===== config.mk =====
export PLATFORM = sky130hd
export DESIGN_NAME = i2c_pair_wr_ctrl
export DESIGN_NICKNAME = d
export VERILOG_FILES = /design/src/rtl/i2c_pw_pkg.sv /design/src/rtl/i2c_pw_seq.sv /design/src/rtl/i2c_pw_ptr.sv /design/src/rtl/i2c_pw_gate.sv /design/src/rtl/i2c_pair_wr_ctrl.sv
export SDC_FILE = /design/constraint.sdc
export NUM_CORES = 1
export LEC_CHECK = 0
export BUFFER_PORTS_ARGS = -buffer_cell sky130_fd_sc_hd__buf_2
export CAP_MARGIN = 20
export CORE_MARGIN = 2
export CORE_UTILIZATION = 46
export CTS_CLUSTER_DIAMETER = 60
export DETAILED_ROUTE_END_ITERATION = 10
export PLACE_DENSITY = 0.84
export SKIP_CTS_REPAIR_TIMING = 1
export SLEW_MARGIN = 20
export SYNTH_ARGS = -nofsm -noshare
export SYNTH_HDL_FRONTEND = slang
export SYNTH_SLANG_ARGS = --single-unit

===== constraint.sdc =====
create_clock -name clk -period 1.7 [get_ports clk]
set_input_delay 0.34 -clock clk [delete_from_list [all_inputs] [get_ports clk]]
set_output_delay 0.34 -clock clk [all_outputs]
set_load 0.01 [all_outputs]

===== src/rtl/i2c_pw_pkg.sv =====
package i2c_pw_pkg;
  localparam int NUM_PAIRS = 11;
  localparam int NUM_REGS  = 2 * NUM_PAIRS;
  localparam int IDX_W     = $clog2(NUM_REGS);
  localparam int ADDR_W    = 7;
  localparam int BYTE_W    = 8;
  // pair numbers that hold read-only registers
  localparam int RO_PAIR_A = 0;
  localparam int RO_PAIR_B = NUM_PAIRS - 1;

  typedef enum logic [2:0] {
    ST_IDLE = 3'd0,
    ST_ADDR = 3'd1,
    ST_CMD  = 3'd2,
    ST_DATA = 3'd3,
    ST_SKIP = 3'd4
  } seq_st_e;

  function automatic logic reg_is_ro(input logic [BYTE_W-1:0] idx);
    return (idx[BYTE_W-1:1] == (BYTE_W-1)'(RO_PAIR_A)) ||
           (idx[BYTE_W-1:1] == (BYTE_W-1)'(RO_PAIR_B));
  endfunction

  function automatic logic reg_in_map(input logic [BYTE_W-1:0] idx);
    return {24'd0, idx} < 32'(NUM_REGS);
  endfunction
endpackage


===== src/rtl/i2c_pw_seq.sv =====
module i2c_pw_seq
  import i2c_pw_pkg::*;
#(
  parameter int AW = ADDR_W,
  parameter int BW = BYTE_W
) (
  input  logic          clk,
  input  logic          rst_n,
  input  logic [AW-1:0] strap_addr,
  input  logic          ev_start,
  input  logic          ev_stop,
  input  logic          ev_byte_vld,
  input  logic [BW-1:0] ev_byte,
  output logic          cmd_take,
  output logic          data_take,
  output logic          ack_vld,
  output logic          ack
);
  seq_st_e st_q, st_n;
  logic    ack_vld_n, ack_n;
  logic    addr_hit;

  assign addr_hit = (ev_byte[BW-1:1] == strap_addr);

  always_comb begin
    st_n      = st_q;
    cmd_take  = 1'b0;
    data_take = 1'b0;
    ack_vld_n = 1'b0;
    ack_n     = 1'b0;
    if (ev_start) begin
      st_n = ST_ADDR;
    end else if (ev_stop) begin
      st_n = ST_IDLE;
    end else if (ev_byte_vld) begin
      unique case (st_q)
        ST_ADDR: begin
          ack_vld_n = 1'b1;
          if (addr_hit) begin
            ack_n = 1'b1;
            st_n  = ev_byte[0] ? ST_SKIP : ST_CMD;
          end else begin
            st_n  = ST_SKIP;
          end
        end
        ST_CMD: begin
          ack_vld_n = 1'b1;
          ack_n     = 1'b1;
          cmd_take  = 1'b1;
          st_n      = ST_DATA;
        end
        ST_DATA: begin
          ack_vld_n = 1'b1;
          ack_n     = 1'b1;
          data_take = 1'b1;
        end
        default: begin
          st_n = st_q;
        end
      endcase
    end
  end

  always_ff @(posedge clk or negedge rst_n) begin
    if (!rst_n) begin
      st_q    <= ST_IDLE;
      ack_vld <= 1'b0;
      ack     <= 1'b0;
    end else begin
      st_q    <= st_n;
      ack_vld <= ack_vld_n;
      ack     <= ack_n;
    end
  end
endmodule


===== src/rtl/i2c_pw_ptr.sv =====
module i2c_pw_ptr
  import i2c_pw_pkg::*;
#(
  parameter int BW = BYTE_W
) (
  input  logic          clk,
  input  logic          rst_n,
  input  logic          cmd_take,
  input  logic          data_take,
  input  logic [BW-1:0] byte_in,
  output logic [BW-1:0] ptr,
  output logic          ptr_ok
);
  logic [BW-1:0] ptr_n;
  logic          ok_n;
  logic          ptr_en;

  assign ptr_en = cmd_take | data_take;

  always_comb begin
    ptr_n = ptr;
    ok_n  = ptr_ok;
    if (cmd_take) begin
      ptr_n = byte_in;
      ok_n  = reg_in_map(byte_in);
    end else if (data_take) begin
      ptr_n = {ptr[BW-1:1], ~ptr[0]};
    end
  end

  always_ff @(posedge clk or negedge rst_n) begin
    if (!rst_n) begin
      ptr    <= '0;
      ptr_ok <= 1'b0;
    end else if (ptr_en) begin
      ptr    <= ptr_n;
      ptr_ok <= ok_n;
    end
  end
endmodule


===== src/rtl/i2c_pw_gate.sv =====
module i2c_pw_gate
  import i2c_pw_pkg::*;
#(
  parameter int BW = BYTE_W,
  parameter int IW = IDX_W
) (
  input  logic          clk,
  input  logic          rst_n,
  input  logic          data_take,
  input  logic [BW-1:0] ptr,
  input  logic          ptr_ok,
  input  logic [BW-1:0] byte_in,
  output logic          wr_stb,
  output logic [IW-1:0] wr_idx,
  output logic [BW-1:0] wr_data
);
  logic stb_n;

  assign stb_n = data_take & ptr_ok & ~reg_is_ro(ptr);

  always_ff @(posedge clk or negedge rst_n) begin
    if (!rst_n) begin
      wr_stb <= 1'b0;
    end else begin
      wr_stb <= stb_n;
    end
  end

  always_ff @(posedge clk or negedge rst_n) begin
    if (!rst_n) begin
      wr_idx  <= '0;
      wr_data <= '0;
    end else if (stb_n) begin
      wr_idx  <= ptr[IW-1:0];
      wr_data <= byte_in;
    end
  end
endmodule


===== src/rtl/i2c_pair_wr_ctrl.sv =====
module i2c_pair_wr_ctrl
  import i2c_pw_pkg::*;
(
  input  logic              clk,
  input  logic              rst_n,
  input  logic [ADDR_W-1:0] strap_addr,
  input  logic              ev_start,
  input  logic              ev_stop,
  input  logic              ev_byte_vld,
  input  logic [BYTE_W-1:0] ev_byte,
  output logic              ack_vld,
  output logic              ack,
  output logic              wr_stb,
  output logic [IDX_W-1:0]  wr_idx,
  output logic [BYTE_W-1:0] wr_data
);
  logic              cmd_take, data_take;
  logic [BYTE_W-1:0] ptr;
  logic              ptr_ok;

  i2c_pw_seq #(.AW(ADDR_W), .BW(BYTE_W)) u_seq (
    .clk(clk), .rst_n(rst_n), .strap_addr(strap_addr),
    .ev_start(ev_start), .ev_stop(ev_stop),
    .ev_byte_vld(ev_byte_vld), .ev_byte(ev_byte),
    .cmd_take(cmd_take), .data_take(data_take),
    .ack_vld(ack_vld), .ack(ack)
  );

  i2c_pw_ptr #(.BW(BYTE_W)) u_ptr (
    .clk(clk), .rst_n(rst_n), .cmd_take(cmd_take),
    .data_take(data_take), .byte_in(ev_byte),
    .ptr(ptr), .ptr_ok(ptr_ok)
  );

  i2c_pw_gate #(.BW(BYTE_W), .IW(IDX_W)) u_gate (
    .clk(clk), .rst_n(rst_n), .data_take(data_take),
    .ptr(ptr), .ptr_ok(ptr_ok), .byte_in(ev_byte),
    .wr_stb(wr_stb), .wr_idx(wr_idx), .wr_data(wr_data)
  );
endmodule


==> flow_summary.yaml <==
setup_path:
  crit_path_start: "u_ptr.ptr[7]"
  critical_path_required_time_ps: 1910
  setup.worst_path.class: "register to register"
  critPathMaxStageDelay_ps: 590
  path_cells: "or4_4 -> nor2_8 -> a21oi_4 -> buf_6 -> mux2_4"
  regToRegSetupSlack_ps: -40
  critical_path_cell_with_the_highest_stage_delay: "sky130_fd_sc_hd__or4_4"
  arrival_time_at_the_worst_endpoint_ps: 1960
  critical_path.max_fanout: 6
  regToRegStartpoint: "u_ptr.ptr[7]"
  reg2reg_depth: 5
  reg2reg_capture_point: "u_gate.wr_data[3]"
  critPathCapture: "u_gate.wr_data[3]"
  crit_path_end_kind: "register"
  crit_path_start_kind: "register"
drt:
  antenna_left: 0
  firstDrtPassIters: 4
  detail_route.vias_per_cell: 5.277
  drc: 0
  routed_wirelength_mm: 2.515
  dr_total_vias: 913
  drt_iter0_markers: 18
  wl_per_cell_microns: 14.54
power_and_ir_drop:
  power.leakage_uw: 0.0008512
  cellPowerDensity_nw_per_um2: 625.1
  ir_worst_vdd_uv: 481.7
final_layout:
  layout-drive-gt1-share_pct: 50.00
  area_used_by_multi_input_combinational_logic_sq_um: 611.8
  layout.nets: 164
  ff_latch_area_sq_um: 700.7
  layout.cells.most_common: "sky130_fd_sc_hd__buf_2"
  n_antenna_cell: 0
  final_cell_mix: "sky130_fd_sc_hd__buf_2, sky130_fd_sc_hd__dfrtp_1, sky130_fd_sc_hd__mux2_2, sky130_fd_sc_hd__mux2_4, sky130_fd_sc_hd__xor2_1"
  fillerInstances: 219
  final_cell_count_no_fill: 173
  areaGrowthSynthToFinish_pct: 21.08
yosys:
  post_synth_inst_count: 98
  synth_cell_types: 33
  syn_area_per_cell_sq_um: 13.75
  synthesis.area_sq_um: 1348
  mappedNetlistNets: 118
  synth-seq-area-share_pct: 52.00
  postSynthRegisterBits: 28
  ys_warn_count: 0
global_routing:
  grt_max_degree: 29
  grt_pass1_vias: 966
  grtUsageTotal_pct: 17.34
  antenna_found_initial: 0
  grt_overflow: 0
  grt_pass1_wl_mm: 4.416
clock_network:
  tritoncts: "built"
  clock_path_buffers: 2
  h-tree-depth: 1
  cts_buffer_count: 3
  cts.sinks: 28
  clock_transition_at_the_registers_of_the_reported_paths_ps: 140
  clock-root-buffer: "sky130_fd_sc_hd__clkbuf_4"
  worstSkewPairLatency_ps: 320
die:
  core_area_sq_um: 2781
  chipWidth_microns: 58.13
  die_boundary_height_microns: 58.13
  initial_core_util_pct: 48.45
  num_rows: 19
  io_pins: 36
  fp.dieArea_sq_um: 3379
place:
  place_congestion: 0.7831
  detailedPlace.worstSlack_ps: -64.80
  placed_cells: 170
  port_buffer_count: 35
  hpwl_mm: 2.012
sta:
  grt_setup_unrepaired: "yes"
  timing.final.max_slew_violations: 0
  finalHoldViolCount: 4
  fmaxAchievable_ghz: 0.5735
  layout_min_cycle_time_ps: 1744
  fin_setup_tns_ps: -363.3
  setup_slack_ps: -43.63
  post-route-period-util_pct: 102.6
  fin_hold_ws_ps: -0.8367
  maxSlewHeadroom_pct: 60.69
  setup_violations: 11
  fin_skew_ps: 9.031
  timing_worst_slew_pin_value_ps: 589.6
job:
  maxCapViolations: 0
worst_hold_path:
  min-delay-path-class: "input pin to asynchronous set/reset pin"
outcome:
  result_of_the_run: "complete, but fails checks"
  failed_checks: "negative hold slack, negative setup slack"
## layout make-up
type	instances	share of cell area [%]
well taps	31	2.377
repair buffers	44	15.34
clock buffers	3	1.380
multi-input cells	65	37.50
flip-flops and latches	28	42.94
inverters	2	0.4601
## worst max-delay path, delay by kind of cell (launching register included)
kind / cells / cell delay [ps]
and+or+nand+nor: 2 / 710
muxes: 1 / 290
DFF: 1 / 420
buffers and inverters: 1 / 150
AOI/OAI and AO/OA: 1 / 70
## report_power, final
part	leakage [uW]	internal (uW)	switching, uW
Clock	0.0000138	82.9	174
Sequential	0.000388	670	6.29
Combinational	0.000449	39.2	47.6
## per-stage QoR
stage	utilization (%)	cell area, sq um	total power (uW)
final	58.66	1632	1020
after global routing	58.66	1632	1074
after CTS	58.34	1623	1041
after detailed placement	57.53	1600	777.1
after global placement	57.53	1600	774.2
after floorplan	-	1348	719.9
## how the worst min path moves through the flow
stage | from | to | cells past startpoint
2_1_floorplan | rst_n | u_gate.wr_data[0] | 0
3_3_place_gp | rst_n | u_ptr.ptr[7] | 1
3_5_place_dp | rst_n | u_ptr.ptr[6] | 1
4_1_cts | rst_n | u_ptr.ptr[6] | 1
5_1_grt | rst_n | u_ptr.ptr[6] | 1
6_report | rst_n | u_ptr.ptr[7] | 1
## routing by layer
layer  track usage (%)  wire length [microns]  vias up  part of all wire (%)
met5                 0                      0        -                     0
met4             3.987                     15        0                  0.60
met3             3.348                    110        3                   4.4
met2             29.38                   1272       24                    51
met1             23.11                   1116      448                    44
li1                  -                      -      438                     -
## registers in the layout, summed over array words and instances, names as in the netlist
name and cells:
u_ptr.ptr 8, u_gate.wr_idx 5, u_seq.ack_vld 1, u_gate.wr_data 8
u_seq.ack 1, u_gate.wr_stb 1, u_ptr.ptr_ok 1, u_seq.st_q 3
## cells in the mapped netlist, drive strengths merged
cell      n  share of area, %
a22o      2               1.3
a21oi     5               2.7
xor2      8               5.2
o2bb2a    1              0.74
nor2      5               2.6
o21ai     2              0.74
nand3b    1              0.56
clkbuf    1              0.28
dfrtp    28                52
buf       2               1.9
nand4b    1              0.65
mux2     18                18
o21bai    1              0.56
nor4      1              0.46
nand3     1              0.37
nor2b     2              0.93
nor4b     1               1.8
nand4     1               1.6
nor3      2              0.74
a32oi     1              0.65
inv       2              0.56
nand2     4               1.1
o21a      1              0.56
a21o      1              0.56
mux2i     1              0.74
a31oi     1              0.46
xnor2     2               1.3
a2bb2oi   1              0.65
or4       1              0.84
## cell families after synthesis
logic type                count (synthesis)  share of synthesized area [%]
DFF                                      28                          52.00
and+or+nand+nor                          20                          11.61
muxes                                    19                          18.29
AOI/OAI and AO/OA                        16                          8.915
xor gates and xnor gates                 10                          6.500
buffers and inverters                     5                          2.692
(Power assumes the default switching activity.)
